[config.mk]
export PLATFORM = sky130hd
export DESIGN_NAME = sad_systolic_4x4
export DESIGN_NICKNAME = d
export VERILOG_FILES = /design/src/rtl/sad_pkg.sv /design/src/rtl/sad_pe.sv /design/src/rtl/sad_seq.sv /design/src/rtl/sad_systolic_4x4.sv
export SDC_FILE = /design/constraint.sdc
export NUM_CORES = 1
export LEC_CHECK = 0
export BUFFER_PORTS_ARGS = -buffer_cell sky130_fd_sc_hd__buf_4
export CAP_MARGIN = 20
export CORE_MARGIN = 2
export CORE_UTILIZATION = 36
export CTS_CLUSTER_DIAMETER = 50
export CTS_CLUSTER_SIZE = 24
export DETAILED_ROUTE_END_ITERATION = 8
export PLACE_DENSITY = 0.53
export SLEW_MARGIN = 20
export SYNTH_ARGS = -nofsm -noshare
export SYNTH_HDL_FRONTEND = slang
export SYNTH_SLANG_ARGS = --single-unit
export TNS_END_PERCENT = 30
[constraint.sdc]
create_clock -name clk -period 19.2 [get_ports clk]
set_input_delay 0 -clock clk [delete_from_list [all_inputs] [get_ports clk]]
set_output_delay 0 -clock clk [all_outputs]
set_load 0.05 [all_outputs]
[src/rtl/sad_pkg.sv]
package sad_pkg;
  // Accumulator width that holds n absolute differences of pix_w bits
  function automatic int sum_w(input int pix_w, input int n);
    return pix_w + $clog2(n);
  endfunction
endpackage

[src/rtl/sad_pe.sv]
module sad_pe #(
  parameter int PIX_W   = 8,
  parameter int ROW_PIX = 4,
  parameter int SUM_W   = 12,
  parameter int IDX     = 0
) (
  input  logic                     clk,
  input  logic                     rst,
  input  logic                     x_we,
  input  logic [PIX_W*ROW_PIX-1:0] x_in,
  input  logic                     step,
  input  logic [PIX_W*ROW_PIX-1:0] y_in,
  input  logic [SUM_W-1:0]         psum_in,
  output logic [SUM_W-1:0]         psum_out
);
  localparam int ROW_W = PIX_W * ROW_PIX;
  // Largest partial sum after IDX+1 rows have been accumulated
  localparam logic [SUM_W-1:0] BOUND =
    SUM_W'((IDX + 1) * ROW_PIX * ((1 << PIX_W) - 1));

  logic [ROW_W-1:0] x_q;
  logic [SUM_W-1:0] acc;

  always_ff @(posedge clk) begin
    if (rst)       x_q <= '0;
    else if (x_we) x_q <= x_in;
  end

  always_comb begin
    acc = psum_in;
    for (int j = 0; j < ROW_PIX; j++) begin
      logic [PIX_W-1:0] a, b;
      a = x_q[j*PIX_W +: PIX_W];
      b = y_in[j*PIX_W +: PIX_W];
      acc = acc + SUM_W'((a > b) ? (a - b) : (b - a));
    end
  end

  always_ff @(posedge clk) begin
    if (rst)       psum_out <= '0;
    else if (step) psum_out <= acc;
  end

  // partial sum never exceeds its row-count bound
  a_r8_no_overflow: assert property (@(posedge clk) disable iff (rst)
    psum_out <= BOUND);
endmodule

[src/rtl/sad_seq.sv]
module sad_seq #(
  parameter int ROWS  = 4,
  parameter int NOFF  = 4,
  parameter int M_W   = 2,
  parameter int CNT_W = 3
) (
  input  logic           clk,
  input  logic           rst,
  input  logic           load_x,
  input  logic           y_valid,
  output logic           step,
  output logic           sad_valid,
  output logic [M_W-1:0] sad_m
);
  localparam logic [CNT_W-1:0] FIRST = CNT_W'(ROWS - 1);
  localparam logic [CNT_W-1:0] LAST  = CNT_W'(ROWS - 1 + NOFF);

  logic [CNT_W-1:0] cnt;
  logic [CNT_W-1:0] diff;

  assign step = y_valid && !load_x;
  assign diff = cnt - FIRST;

  always_ff @(posedge clk) begin
    if (rst) begin
      cnt       <= '0;
      sad_valid <= 1'b0;
      sad_m     <= '0;
    end else if (load_x) begin
      cnt       <= '0;
      sad_valid <= 1'b0;
    end else if (y_valid) begin
      if (cnt != LAST) cnt <= cnt + 1'b1;
      sad_valid <= (cnt >= FIRST) && (cnt < LAST);
      sad_m     <= diff[M_W-1:0];
    end else begin
      sad_valid <= 1'b0;
    end
  end

  // a result always follows an accepted row
  a_r6_needs_row: assert property (@(posedge clk) disable iff (rst)
    sad_valid |-> $past(step));
  // consecutive results advance the displacement by one
  a_r4_m_step: assert property (@(posedge clk) disable iff (rst)
    sad_valid |=> (!sad_valid || sad_m == $past(sad_m) + 1'b1));
  // a load cycle is never followed by a result
  a_r7_load_clears: assert property (@(posedge clk) disable iff (rst)
    load_x |=> !sad_valid);
endmodule

[src/rtl/sad_systolic_4x4.sv]
module sad_systolic_4x4 #(
  parameter int PIX_W   = 8,
  parameter int ROW_PIX = 4,
  parameter int ROWS    = 4,
  parameter int NOFF    = 4,
  localparam int ROW_W  = PIX_W * ROW_PIX,
  localparam int SEL_W  = (ROWS > 1) ? $clog2(ROWS) : 1,
  localparam int M_W    = (NOFF > 1) ? $clog2(NOFF) : 1,
  localparam int SUM_W  = sad_pkg::sum_w(PIX_W, ROW_PIX * ROWS)
) (
  input  logic             clk,
  input  logic             rst,
  input  logic             load_x,
  input  logic [SEL_W-1:0] x_sel,
  input  logic [ROW_W-1:0] x_row,
  input  logic             y_valid,
  input  logic [ROW_W-1:0] y_row,
  output logic             sad_valid,
  output logic [M_W-1:0]   sad_m,
  output logic [SUM_W-1:0] sad_out
);
  localparam int CNT_W = $clog2(ROWS + NOFF);

  logic             step;
  logic [SUM_W-1:0] chain [ROWS+1];

  assign chain[0] = '0;

  sad_seq #(.ROWS(ROWS), .NOFF(NOFF), .M_W(M_W), .CNT_W(CNT_W)) u_seq (
    .clk(clk), .rst(rst), .load_x(load_x), .y_valid(y_valid),
    .step(step), .sad_valid(sad_valid), .sad_m(sad_m)
  );

  for (genvar k = 0; k < ROWS; k++) begin : g_pe
    logic we;
    assign we = load_x && (x_sel == SEL_W'(k));
    sad_pe #(.PIX_W(PIX_W), .ROW_PIX(ROW_PIX), .SUM_W(SUM_W), .IDX(k)) u_pe (
      .clk(clk), .rst(rst), .x_we(we), .x_in(x_row), .step(step),
      .y_in(y_row), .psum_in(chain[k]), .psum_out(chain[k+1])
    );
  end

  assign sad_out = chain[ROWS];
endmodule

== Word level (Yosys, flattened, before mapping) ==
Index checks and enable logic that the tools add are counted.

* Register bits after elaboration: 182
* Latch bits: 0
* RAM bits: 0
* Memory bits (read-only): 0
* Input bits: 70
* Output and inout bits: 15
* Word-level logic and storage cells: 112
* Memories kept: 0

* Add/sub/neg operators: 49
* Multiply operators: 0
* Divide/modulo/power cells: 0
* Magnitude comparators: 18
* Eq/ne operators: 4
* Shift operators: 0
* Mux-type cells: 16
* Bitwise operators: 2
* Reduce and logical (&&, ||, !) cells: 12

{| class="wikitable"
|+ Operators by type and width
! kind !! count
|-
| $sub 8x8->9 || 32
|-
| $mux 12 || 16
|-
| $add 12x12->12 || 15
|-
| $gt 8x8->1 || 16
|-
| $logic_and 1x1->1 || 6
|-
| $eq 2x2->1 const B || 2
|-
| $reduce_and 2->1 || 2
|-
| $add 3x1->3 const B || 1
|-
| $ge 3x2->1 const B || 1
|-
| $lt 3x3->1 const B || 1
|-
| $ne 3x3->1 const B || 1
|-
| $reduce_or 3->1 || 1
|-
| $eq 2x1->1 const B || 1
|-
| $logic_not 2->1 || 1
|-
| $not 1->1 || 2
|-
| $reduce_or 2->1 || 1
|-
| $sub 2x2->2 const B || 1
|-
| $logic_not 1->1 || 1
|}

== Depth between registers and ports, before layout ==
* Word-level depth: 6
* Gate-level depth with buffers: 32

== Modules after synthesis ==
Synthesis repeated with hierarchy kept, for this count alone.

* Cells, all modules: 2,739
* Area, all modules: 23,466.3 µm²

{| class="wikitable"
|+ By module, submodules not included
! module !! instances !! cells each !! area an instance (µm²) !! sequential area each (µm²)
|-
| sad_pe at g_pe[3].u_pe || 1 || 675 || 5,844.4 || 880.8
|-
| sad_pe at g_pe[0].u_pe || 1 || 671 || 5,778.0 || 880.8
|-
| sad_pe at g_pe[2].u_pe || 1 || 679 || 5,776.8 || 880.8
|-
| sad_pe at g_pe[1].u_pe || 1 || 684 || 5,744.3 || 880.8
|-
| sad_seq || 1 || 25 || 281.5 || 120.1
|-
| sad_systolic_4x4 || 1 || 5 || 41.3 || 0.0
|}

== Worst setup path before layout ==
OpenSTA, ideal clock, no wires.

* Path type: reg2reg
* Start: reg g_pe[2].u_pe.x_q[25]
* End: reg g_pe[2].u_pe.psum_out[11]
* Library setup time: 0.079 ns
* Data arrival time: 6.379 ns
* Slack: 12.742 ns
* Stages on the path, launching flop included: 28
* Cells stage by stage: dfxtp_1 > ha_1 > nor2b_1 > o21ai_1 > a21boi_1 > o41ai_1 > o21ai_1 > clkbuf_1 > mux2_2 > fa_1 > inv_1 > fa_1 > fa_1 > inv_1 > ha_1 > fa_1 > a21o_1 > a21oi_1 > o21ai_1 > or4_1 > a31o_1 > a21oi_2 > xnor2_1 > xnor2_1 > xnor2_1 > xnor2_1 > xnor2_1 > a211oi_2

* Cells in the longest elaborated chain, start to end: 3
* Elaborated cells between the ends (all ways): 5
* Classes of those cells: add/sub: 3; order compare: 1; mux: 1

{| class="wikitable"
|+ RTL lines
! item !! line !! RTL
|-
| from (decl) || sad_pe.sv:21 || <nowiki>logic [ROW_W-1:0] x_q;</nowiki>
|-
| from (signal assigned) || sad_pe.sv:26 || <nowiki>else if (x_we) x_q <= x_in;</nowiki>
|-
| $sub 8x8->9 or $gt 8x8->1 (tied branches) || sad_pe.sv:35 || <nowiki>acc = acc + SUM_W'((a > b) ? (a - b) : (b - a));</nowiki>
|-
| $mux 12 * || sad_pe.sv:35 ||
|-
| $add 12x12->12 * || sad_pe.sv:35 ||
|-
| to (decl) || sad_pe.sv:14 || <nowiki>output logic [SUM_W-1:0] psum_out</nowiki>
|}

Every way passes the cells marked *; elsewhere a longest branch is shown, timed or not.
A chain may end at the register's enable or synchronous reset.

== Worst setup path after layout ==
Ends and elaborated chain as after synthesis.

==> summary.txt <==
Detailed routing
  • Mean number of vias per cell: slightly above 5
  • Final ANT Viol Nets: 0
  • Initial DRT Pass Iterations: 7
  • DRC violations left: 0
  • Mean routed wirelength per cell: 19.3 microns
  • Total Routed Length: 67300 microns
  • Routed via count: ~18000
  • 1st-iter DRT viols: 904

Timing
  • Setup TNS: 0 ns
  • Worst-margin pin slew: just over 1 ns
  • Clock skew: between 0.01 and 0.015 ns
  • Fmax: 140 MHz
  • Clock period minus worst slack: around 7 ns
  • Max_slew headroom: 0.323
  • Final Hold Viols: 0
  • Final slew viol count: 0
  • Final setup viols: 0
  • Setup repair after global routing missed its margin: false
  • Final period utilization: 0.371

Yosys
  • Mapped Avg Cell Area: approximately 8.0 sq um
  • Top cells by area, synth: ha_1 (18%), dfxtp_1 (17%), fa_1 (14%), a21oi_1 (7.3%), inv_1 (7.2%)
  • Syn. warnings: 0
  • FFs w/ async S/R, synth: 0
  • Cell with the most instances after synthesis: inv_1
  • Mapped Nets: approximately 3200
  • Top cell type by total area after synthesis: ha_1
  • Share of Yosys cell area claimed by the top area cell type: 0.179
  • Post-synthesis sequential area ratio: 0.170
  • Main flop type after synthesis: dfxtp_1
  • Cell area after synthesis: 21400 sq um
  • Yosys reg bits: 182
  • Post-synth EDFFs: 0
  • Cell variety after synth: 83
  • Syn Inst Count: around 2700
  • Synth cell count leaders: inv_1 (411), nand2_1 (391), a21oi_1 (311)

Power
  • Switching pwr: ~1.3 mW
  • Clk pwr share: 0.148
  • Comb pwr share: 0.692
  • Switching share of power: 0.453
  • Worst VDD drop: ~0.14 mV
  • P per Cell Area: ~120 nW/um^2
  • Sequential share of power: 0.159
  • Pint: 1.51 mW
  • Leak pwr: 10.3 nW

Clock network
  • H-tree levels: 4
  • Root Driver: clkbuf_16
  • Clk sinks: approximately 180
  • Post-CTS sizing: 0
  • Worst-case clock buffer depth: 2
  • Clock transition at the registers of the reported paths: roughly 0.080 ns
  • CTS buffer count: 17
  • CTS tree: built
  • Worst-Skew Late Latency: 0.51 ns

Final layout
  • Post-layout util: 0.403
  • Antenna Cells: 0
  • Share of post-route cells with drive strength above 1: 0.0706
  • Area Overhead vs Synth: 10.6%
  • Fin nets: around 3200

Placement
  • I/O Buffers: 84
  • DP HPWL: between 50000 and 60000 microns
  • Gpl congestion: roughly 0.90

Floorplanning
  • Initial core utilization: 0.364
  • Die Y: 248 microns
  • Die area: 61500 sq um
  • Die extent in x: 248 microns
  • # IOs: 85
  • # rows: just under 90
  • Core area: 58900 sq um

Setup path
  • CP peak stage delay: roughly 0.8 ns
  • Worst Setup End Kind: flop
  • Crit path kind: flop to flop
  • CP Launch Type: flop
  • Crit path max-delay cell type: o21ai_1
  • Max FO, Critical Path: 14
  • Required time worst endpoint: between 15 and 20 ns
  • Crit-path most repeated cell: xnor2_1
  • WP data arrival: approximately 7.6 ns

Global routing
  • Largest net degree at the start of global routing: 107
  • Gr usage total: 0.223
  • First-pass GRT wire length: just over 100000 microns
  • Vias in the first global route: 18000
  • Initial antenna violation count: 0
  • Grt ovf: 0

Status
  • Status: finished, final reports clean

Worst hold path
  • Hold WC Path Type: input pin to flop

Job
  • Max Cap Violations: 0
==> critical path: cells and delay by family, from the launching register on <==
family	cells	cell delay, ns
buffers and inverters	2	0.09
and+or+nand+nor	2	0.62
AOI/OAI and AO/OA	10	2.31
DFF	1	0.36
xor gates and xnor gates	5	0.72
muxes	1	0.45
adders and majority gates	6	2.49
==> flip-flops by register name, summed over array words and instances, names as in the netlist <==
name and flops:
g_pe.u_pe.psum_out 48, u_seq.cnt 3, u_seq.sad_m 2, u_seq.sad_valid 1, g_pe.u_pe.x_q 128
==> cell usage in the layout, fill, tap and decap left out, types with 8 or more instances in the layout <==
master,n
inv_1,411
nand2_1,391
a21oi_1,311
ha_1,306
dfxtp_1,182
fa_1,147
xnor2_1,104
buf_4,93
o21ai_0,82
nor2_1,75
a21o_1,62
mux2i_1,60
xor2_1,40
nor2b_1,37
dlygate4sd3_1,36
mux2_2,33
o21bai_1,33
nand4_1,26
a211oi_1,25
o21ai_1,21
nor3_1,19
nand2b_1,18
clkbuf_16,17
nand3_1,14
o21a_1,10
a221o_1,10
a221oi_1,8
==> cell type report <==
type | count | area, sq um
Fill cell | 6025 | 35200
Tap cell | 773 | 967
Multi-Input combinational cell | 1964 | 15800
Timing Repair Buffer | 131 | 1100
Sequential cell | 182 | 3640
Clock inverter | 10 | 195
Inverter | 412 | 1550
Clock buffer | 22 | 454
==> power groups by stage <==
stage | registers, mW | clock network (mW) | logic (mW)
CTS | 0.441 | 0.422 | 1.93
global placement | 0.449 | 0 | 1.88
finish | 0.441 | 0.410 | 1.91
floorplan | 0.443 | 0 | 1.54
global route | 0.446 | 0.436 | 2.19
detailed placement | 0.450 | 0 | 1.91
==> kinds of logic after synthesis <==
kind of cell               count (synthesis)  synth area share
adders and majority gates                453             0.316
AOI/OAI and AO/OA                        642             0.184
and+or+nand+nor                          626             0.127
muxes                                     97            0.0478
xor gates and xnor gates                 146            0.0607
buffers and inverters                    517            0.0946
DFF                                      182             0.170
==> routing by layer <==
metal,GRT usage,part of all wire,vias to the layer above
li1,-,-,8857
met1,0.282,0.45,8641
met2,0.386,0.48,328
met3,0.0374,0.037,73
met4,0.0662,0.027,0
met5,0,0,-
==> metrics by stage <==
stage	setup slack, ns	hold WS (ns)	power, mW	std cells	area [sq um]
global route	11.57	0.0339	3.07	3494	23700
detailed placement	11.92	0.281	2.36	3425	22700
CTS	12.10	0.0404	2.79	3493	23700
finish	12.07	0.00734	2.76	3494	23700
global placement	12.02	0.277	2.33	3425	22700
floorplan	12.74	0.136	1.98	2663	21400
==> worst paths after layout <==
check                                   startpoint                                      to  slack, ns  cells after the start
max              g_pe[2].u_pe.x_q[25]$_SDFFE_PP0P_  g_pe[2].u_pe.psum_out[11]$_SDFFE_PP0P_      12.07                     26
min                                            rst       g_pe[1].u_pe.x_q[27]$_SDFFE_PP0P_      0.007                      2
max reg2reg      g_pe[2].u_pe.x_q[25]$_SDFFE_PP0P_  g_pe[2].u_pe.psum_out[11]$_SDFFE_PP0P_      12.07                     26
min reg2reg  g_pe[3].u_pe.psum_out[6]$_SDFFE_PP0P_   g_pe[3].u_pe.psum_out[6]$_SDFFE_PP0P_       0.46                      2
==> repair_timing <==
| item | CTS | global route |
|---|---|---|
| buffers inserted | 0 | 0 |
| hold buffers | 36 | 0 |
| endpoints found under the hold margin | 131 | 0 |
(Power assumes the default switching activity.)
